`src/rtl/fwd_pkg.sv`:
```
`timescale 1ns/1ps
package fwd_pkg;
  localparam int NUM_OPS = 3;

  typedef enum logic [1:0] {
    SEL_RF    = 2'b00,
    SEL_MEMWB = 2'b01,
    SEL_EXMEM = 2'b10
  } fwd_sel_e;
endpackage

```
`src/rtl/fwd_operand_pick.sv`:
```
`timescale 1ns/1ps
module fwd_operand_pick
  import fwd_pkg::*;
#(
  parameter int REG_W = 5
) (
  input  logic [REG_W-1:0] src,
  input  logic             used,
  input  logic [REG_W-1:0] ex_rd,
  input  logic             ex_we,
  input  logic [REG_W-1:0] mem_rd,
  input  logic             mem_we,
  output fwd_sel_e         sel_nxt,
  output logic             hit_ex
);
  localparam logic [REG_W-1:0] ZERO_REG = '0;

  logic live;
  logic hit_mem;

  assign live    = used && (src != ZERO_REG);
  assign hit_ex  = live && ex_we  && (ex_rd  == src);
  assign hit_mem = live && mem_we && (mem_rd == src);

  // younger producer (execute) takes precedence over the older one
  always_comb begin
    if (hit_ex)       sel_nxt = SEL_EXMEM;
    else if (hit_mem) sel_nxt = SEL_MEMWB;
    else              sel_nxt = SEL_RF;
  end

  // when both producers match, the memory/write-back path is not chosen
  always_comb begin
    if (hit_ex && hit_mem) begin
      p_prio_young_r4: assert (sel_nxt == SEL_EXMEM);
    end
  end
endmodule

```
`src/rtl/fwd_loaduse.sv`:
```
`timescale 1ns/1ps
module fwd_loaduse
  import fwd_pkg::*;
#(
  parameter int N = NUM_OPS
) (
  input  logic [N-1:0] hit_ex,
  input  logic         ex_is_load,
  output logic         stall
);
  assign stall = ex_is_load && (|hit_ex);
endmodule

```
`src/rtl/fwd_ctrl.sv`:
```
`timescale 1ns/1ps
module fwd_ctrl
  import fwd_pkg::*;
#(
  parameter int REG_W = 5
) (
  input  logic             clk,
  input  logic             rst,
  input  logic [REG_W-1:0] id_src_a,
  input  logic [REG_W-1:0] id_src_b,
  input  logic [REG_W-1:0] id_src_st,
  input  logic             id_use_a,
  input  logic             id_use_b,
  input  logic             id_use_st,
  input  logic [REG_W-1:0] ex_rd,
  input  logic             ex_we,
  input  logic             ex_is_load,
  input  logic [REG_W-1:0] mem_rd,
  input  logic             mem_we,
  output logic [1:0]       sel_a,
  output logic [1:0]       sel_b,
  output logic [1:0]       sel_st,
  output logic             stall
);
  logic [REG_W-1:0] src_v [NUM_OPS];
  logic [NUM_OPS-1:0] use_v;
  logic [NUM_OPS-1:0] hit_ex_v;
  fwd_sel_e nxt_v [NUM_OPS];
  fwd_sel_e sel_q [NUM_OPS];

  assign src_v[0] = id_src_a;
  assign src_v[1] = id_src_b;
  assign src_v[2] = id_src_st;
  assign use_v    = {id_use_st, id_use_b, id_use_a};

  genvar g;
  generate
    for (g = 0; g < NUM_OPS; g++) begin : g_op
      fwd_operand_pick #(.REG_W(REG_W)) u_pick (
        .src     (src_v[g]),
        .used    (use_v[g]),
        .ex_rd   (ex_rd),
        .ex_we   (ex_we),
        .mem_rd  (mem_rd),
        .mem_we  (mem_we),
        .sel_nxt (nxt_v[g]),
        .hit_ex  (hit_ex_v[g])
      );

      // the consumer moves to execute next cycle; a stall sends a bubble instead
      always_ff @(posedge clk) begin
        if (rst || stall) sel_q[g] <= SEL_RF;
        else              sel_q[g] <= nxt_v[g];
      end

      p_legal_code_r2: assert property (@(posedge clk) disable iff (rst)
        sel_q[g] != fwd_sel_e'(2'b11));

      p_zero_src_r5: assert property (@(posedge clk) disable iff (rst)
        (use_v[g] && src_v[g] == '0) |=> (sel_q[g] == SEL_RF));

      p_unused_r7: assert property (@(posedge clk) disable iff (rst)
        !use_v[g] |=> (sel_q[g] == SEL_RF));
    end
  endgenerate

  fwd_loaduse #(.N(NUM_OPS)) u_lu (
    .hit_ex     (hit_ex_v),
    .ex_is_load (ex_is_load),
    .stall      (stall)
  );

  assign sel_a  = sel_q[0];
  assign sel_b  = sel_q[1];
  assign sel_st = sel_q[2];

  p_reset_clear_r1: assert property (@(posedge clk) disable iff (rst)
    $past(rst) |-> (sel_a == 2'b00 && sel_b == 2'b00 && sel_st == 2'b00));

  p_stall_needs_load_r8: assert property (@(posedge clk) disable iff (rst)
    stall |-> (ex_is_load && ex_we && ex_rd != '0));

  p_bubble_r9: assert property (@(posedge clk) disable iff (rst)
    stall |=> (sel_a == 2'b00 && sel_b == 2'b00 && sel_st == 2'b00));

  p_alu_nostall_r10: assert property (@(posedge clk) disable iff (rst)
    !ex_is_load |-> !stall);
endmodule

```
`config.mk`:
```
export PLATFORM = sky130hd
export DESIGN_NAME = fwd_ctrl
export DESIGN_NICKNAME = d
export VERILOG_FILES = /design/src/rtl/fwd_pkg.sv /design/src/rtl/fwd_operand_pick.sv /design/src/rtl/fwd_loaduse.sv /design/src/rtl/fwd_ctrl.sv
export SDC_FILE = /design/constraint.sdc
export NUM_CORES = 1
export LEC_CHECK = 0
export ABC_AREA = 1
export CAP_MARGIN = 10
export CORE_ASPECT_RATIO = 1.5
export CORE_MARGIN = 2
export CORE_UTILIZATION = 43
export CTS_BUF_LIST = sky130_fd_sc_hd__clkbuf_4
export DETAILED_ROUTE_END_ITERATION = 7
export HOLD_SLACK_MARGIN = 0.15
export PLACE_DENSITY = 0.93
export SLEW_MARGIN = 0
export SYNTH_ARGS = -nofsm -noshare
export SYNTH_HDL_FRONTEND = slang
export SYNTH_HIERARCHICAL = 1
export SYNTH_SLANG_ARGS = --single-unit
```
`constraint.sdc`:
```
create_clock -name clk -period 1.4 [get_ports clk]
set_input_delay 0.21 -clock clk [delete_from_list [all_inputs] [get_ports clk]]
set_output_delay 0.21 -clock clk [all_outputs]
set_load 0.05 [all_outputs]
```
---- Word level (Yosys, flattened, before mapping) ----
Memory sizes are Yosys's and may differ from the RTL's.
Index checks and enable logic that the tools add are counted.
word-level totals
  bits of input ports ..................... 33
  bits in writable memories ............... 6
  register bits ........................... 0
  memories kept ........................... 1
cells by class
  multiplexer cells ....................... 12
  bitwise operators ....................... 3
  eq/ne operators ......................... 6
  reductions and logical operators ........ 21
memories
  memory  depth  width  rd ports  clocked after Yosys merged registers in  write ports  line            source
  sel_q   3      2      3         0                                        3            fwd_ctrl.sv:29  fwd_sel_e sel_q [NUM_OPS];
operator list
  kind                 number
  equality test 5 bit  6
  logical AND 1 bit    16
  nonzero test 5 bit   3
  2-to-1 mux 2 bit     6
  2-to-1 mux 1 bit     6
  OR 1 bit             3
  OR reduction 3 bit   1
  logical OR 1 bit     1

---- Depth between registers and ports, before layout ----
  depth after elaboration ................. 10
  mapped depth ............................ 11
  gate-level depth less buffers ........... 11

---- Hierarchy ----
Netlist, hierarchy kept.
by module, submodules not included
  module            times used  area an instance (µm²)  cells an instance
  fwd_operand_pick  3           231.5                   54
  fwd_ctrl          1           198.9                   21
  fwd_loaduse       1           16.3                    4

---- Least setup slack after synthesis ----
No wires, ideal clock.
  path kind ............................... input to register
  from .................................... input id_src_b[3]
  to ...................................... memory sel_q[0][0] (netlist bit)
  library setup time ...................... 112 ps
  buffers on the path ..................... 0
  cell stages on the path ................. 10
  path slack .............................. -499 ps
  data arrival time ....................... 1788 ps
  cells stage by stage .................... inv_1 -> nor2_1 -> nor2_1 -> nand3_1 -> nor2_1 -> inv_1 -> a21oi_1 -> inv_2 -> nand2_4 -> nor2_2
RTL lines
  element             line            source
  start: declaration  fwd_ctrl.sv:10  input logic [REG_W-1:0] id_src_b,
  end: declaration    fwd_ctrl.sv:29

---- Worst setup path after layout ----
  from .................................... input id_src_a[3]
  to ...................................... output stall
on the way
  cells in the longest elaborated chain, start to end .. 6
RTL lines
  element                 line                    source
  start: declaration      fwd_ctrl.sv:9           input logic [REG_W-1:0] id_src_a,
  nonzero test 5 bit      fwd_operand_pick.sv:21  assign live = used && (src != ZERO_REG);
  logical AND 1 bit       fwd_operand_pick.sv:21
  logical AND 1 bit       fwd_operand_pick.sv:22  assign hit_ex = live && ex_we && (ex_rd == src);
  logical AND 1 bit (*)   fwd_operand_pick.sv:22
  via hit_ex_v[0]         fwd_ctrl.sv:27          logic [NUM_OPS-1:0] hit_ex_v;
  OR reduction 3 bit (*)  fwd_loaduse.sv:11       assign stall = ex_is_load && (|hit_ex);
  logical AND 1 bit (*)   fwd_loaduse.sv:11
  end: declaration        fwd_ctrl.sv:23          output logic stall
Mark *: on every way through the listed nets, which the timed path passes. The rest lies on a longest branch.

==> flow_metrics.env <==
export IMPL_instances_no_fill=282
export IMPL_largest_register="sel_q"
export IMPL_num_rows=20
export IMPL_port_buffers=39
export IMPL_htreeDepth=1
export IMPL_cts_root_buf="clkbuf_4"
export IMPL_crit_end="stall"
export IMPL_finalSetupViolCount=1
export IMPL_maxCapViolations=0
export IMPL_required_ns=1.19
export IMPL_critPathLaunchType="input pin"
export IMPL_postSynthAreaPerCell_um2=4.86
export IMPL_fin_util=0.899
export IMPL_cts_buffers=3
export IMPL_drtIter0Drc=77
export IMPL_final_nets=295
export IMPL_critical_path_max_fanout=4
export IMPL_postCtsHoldBufs=0
export IMPL_cp_end_kind="primary output"
export IMPL_drive_gt1_frac=0.531
export IMPL_antenna_found_initial=0
export IMPL_antenna_cells=0
export IMPL_syn_num_nets=220
export IMPL_cts_tree="yes"
export IMPL_ys_seq_area_frac=0.132
export IMPL_pre_cts_slack_ns=-0.572
export IMPL_ios=40
export IMPL_drt_wl_total_mm=4.21
export IMPL_finalCriticalPeriod_ns=1.53
export IMPL_slew_violations=0
export IMPL_rsz0062_at_grt="true"
export IMPL_seqCellArea_um2=120
export IMPL_vdd_drop_max_uv=285
export IMPL_setup_ws_ns=-0.127
export IMPL_power_frac_comb=0.554
export IMPL_p_leak_nw=0.995
export IMPL_drtAntennaViolNets=0
export IMPL_worst_pin_slew_ns=0.271
export IMPL_intPower_mw=0.483
export IMPL_routabilityCongestion=0.914
export IMPL_status="finished with violations"
export IMPL_cts_sinks=6
export IMPL_top_regs="sel_q (6)"
export IMPL_post_route_period_util=1.09
export IMPL_wl_per_cell_um=14.9
export IMPL_grt_overflow_total=0
export IMPL_largest_reg_flops=6
export IMPL_p_sw_mw=0.298
export IMPL_yosysWarnings=6
export IMPL_netlist_area_um2=910
export IMPL_path_clk_slew_ns=0.04
export IMPL_vias=1416
export IMPL_grt_usage=0.301
export IMPL_hold_viol=0
export IMPL_p_per_area_nw_per_um2=434
export IMPL_critPathLaunch="id_src_a[3]"
export IMPL_grt_pass1_wl_mm=5.75
export IMPL_core_um2=2000
export IMPL_fmax_mhz=655
export IMPL_drcViolationCount=0
export IMPL_slew_limit_headroom=0.818
export IMPL_grt_max_degree=7
export IMPL_vias_per_cell=5.02
export IMPL_fillers=95
export IMPL_multi_input_area_um2=682
export IMPL_power_frac_seq=0.222
export IMPL_cp_data_arrival_time_ns=1.32
export IMPL_placedCellCount=261
export IMPL_critPathKind="in -> out"
export IMPL_dieWidth_um=41.6
export IMPL_hp_class="in -> reg"
export IMPL_pwr_share_clk=0.224
export IMPL_ys_ff_latch=6
export IMPL_cts_buffer_depth=2
export IMPL_first_global_vias=1375
export IMPL_syn_inst=187
export IMPL_syn2layout_area_growth_pct=97.9
export IMPL_switching_share=0.382
export IMPL_start_util=0.454
export IMPL_violations="setup timing"
export IMPL_firstDrtPassIters=6
export IMPL_dpl_hpwl_mm=2.16
export IMPL_die_h_um=60.3
export IMPL_synth_cell_type_count=13
export IMPL_die_area_um2=2510
## timing repair
item	in CTS	in global routing
gates resized for setup	123	47
endpoints found under the setup margin	7	4
buffers inserted	16	3
pin swaps	26	29
## logic make-up (layout without fill, tap and decap cells)
kind of cell	count (synthesis)	after routing	share of synthesized area
AND/OR/NAND/NOR	122	122	0.578
AO/OA/AOI/OAI	1	1	0.00550
buffers and inverters	52	125	0.227
flip-flops	6	6	0.132
XOR/XNOR	6	6	0.0578
## critical path, stage by stage
cell and delay, ns:
buf_6 0.07, inv_2 0.05, nand2_1 0.11, nand2_1 0.07, nor2_1 0.11, nand3_2 0.13
nor2_4 0.15, nor2_4 0.07, a21oi_4 0.18, buf_12 0.16
## how the worst min path moves through the flow
stage                      startpoint          end  slack (ns)  depth (start not counted)
final                     id_src_a[4]  sel_q[0][0]        0.45                          8
after global routing      id_src_b[4]  sel_q[1][0]        0.51                          8
after CTS                 id_src_a[4]  sel_q[0][0]        0.42                          8
after detailed placement  sel_q[1][1]     sel_b[1]        0.66                          1
after global placement    sel_q[2][1]    sel_st[1]        0.66                          1
after floorplan                   rst  sel_q[0][1]        0.41                          3
## through the flow
step | power, mW | hold WS, ns | TNS, ns | cell area, µm²
finish | 0.781 | 0.451 | -0.127 | 1800
global route | 0.806 | 0.513 | -0.257 | 1800
CTS | 0.709 | 0.424 | -0.0910 | 1660
detailed placement | 0.514 | 0.661 | -3.78 | 1510
global placement | 0.505 | 0.658 | -3.46 | 1510
floorplan | 0.327 | 0.413 | 0 | 921
## metal layers
layer,vias up,wire (µm),track usage
met5,-,0,0
met4,0,248,0.217
met3,23,284,0.0179
met2,90,2260,0.607
met1,628,1410,0.285
li1,675,-,-
## cell usage after synthesis
| cell | n | area share |
|---|---|---|
| a21oi_1 | 1 | 0.0055 |
| buf_4 | 3 | 0.025 |
| dfxtp_1 | 6 | 0.13 |
| inv_1 | 35 | 0.14 |
| inv_2 | 14 | 0.058 |
| nand2_1 | 69 | 0.28 |
| nand2_2 | 6 | 0.041 |
| nand2_4 | 1 | 0.012 |
| nand3_1 | 6 | 0.033 |
| nand4_1 | 3 | 0.021 |
| nor2_1 | 25 | 0.10 |
| nor2_2 | 12 | 0.083 |
| xnor2_1 | 6 | 0.058 |
## power groups by stage
stage,Combinational [mW],Sequential [mW],Clock [mW]
final,0.433,0.173,0.175
after global routing,0.458,0.173,0.174
after CTS,0.363,0.173,0.173
after detailed placement,0.337,0.177,0
after global placement,0.329,0.177,0
after floorplan,0.147,0.180,0
## cell type report
type,instances,area share
Timing Repair Buffer,73,0.422
Sequential cell,6,0.0667
Clock buffer,3,0.0125
Inverter,49,0.105
Tap cell,22,0.0153
Multi-Input combinational cell,129,0.379
## cells in the final DEF (no fill, tap or decap)
cell | netlist | final
buf_6 | 0 | 16
xnor2_1 | 6 | 6
inv_4 | 0 | 2
dlygate4sd2_1 | 0 | 3
dfxtp_1 | 6 | 6
clkbuf_4 | 0 | 3
nor2_4 | 0 | 3
nor2_2 | 12 | 16
buf_8 | 0 | 2
dlymetal6s2s_1 | 0 | 2
a21oi_4 | 0 | 1
nand3_1 | 6 | 2
buf_2 | 0 | 2
inv_2 | 14 | 26
nand2_4 | 1 | 1
clkdlybuf4s50_1 | 0 | 6
nand2_1 | 69 | 55
buf_12 | 0 | 9
nor2_1 | 25 | 18
inv_1 | 35 | 21
nand3_2 | 0 | 4
buf_4 | 3 | 33
nand2_2 | 6 | 20
nand4_1 | 3 | 3
(Power assumes the default switching activity.)
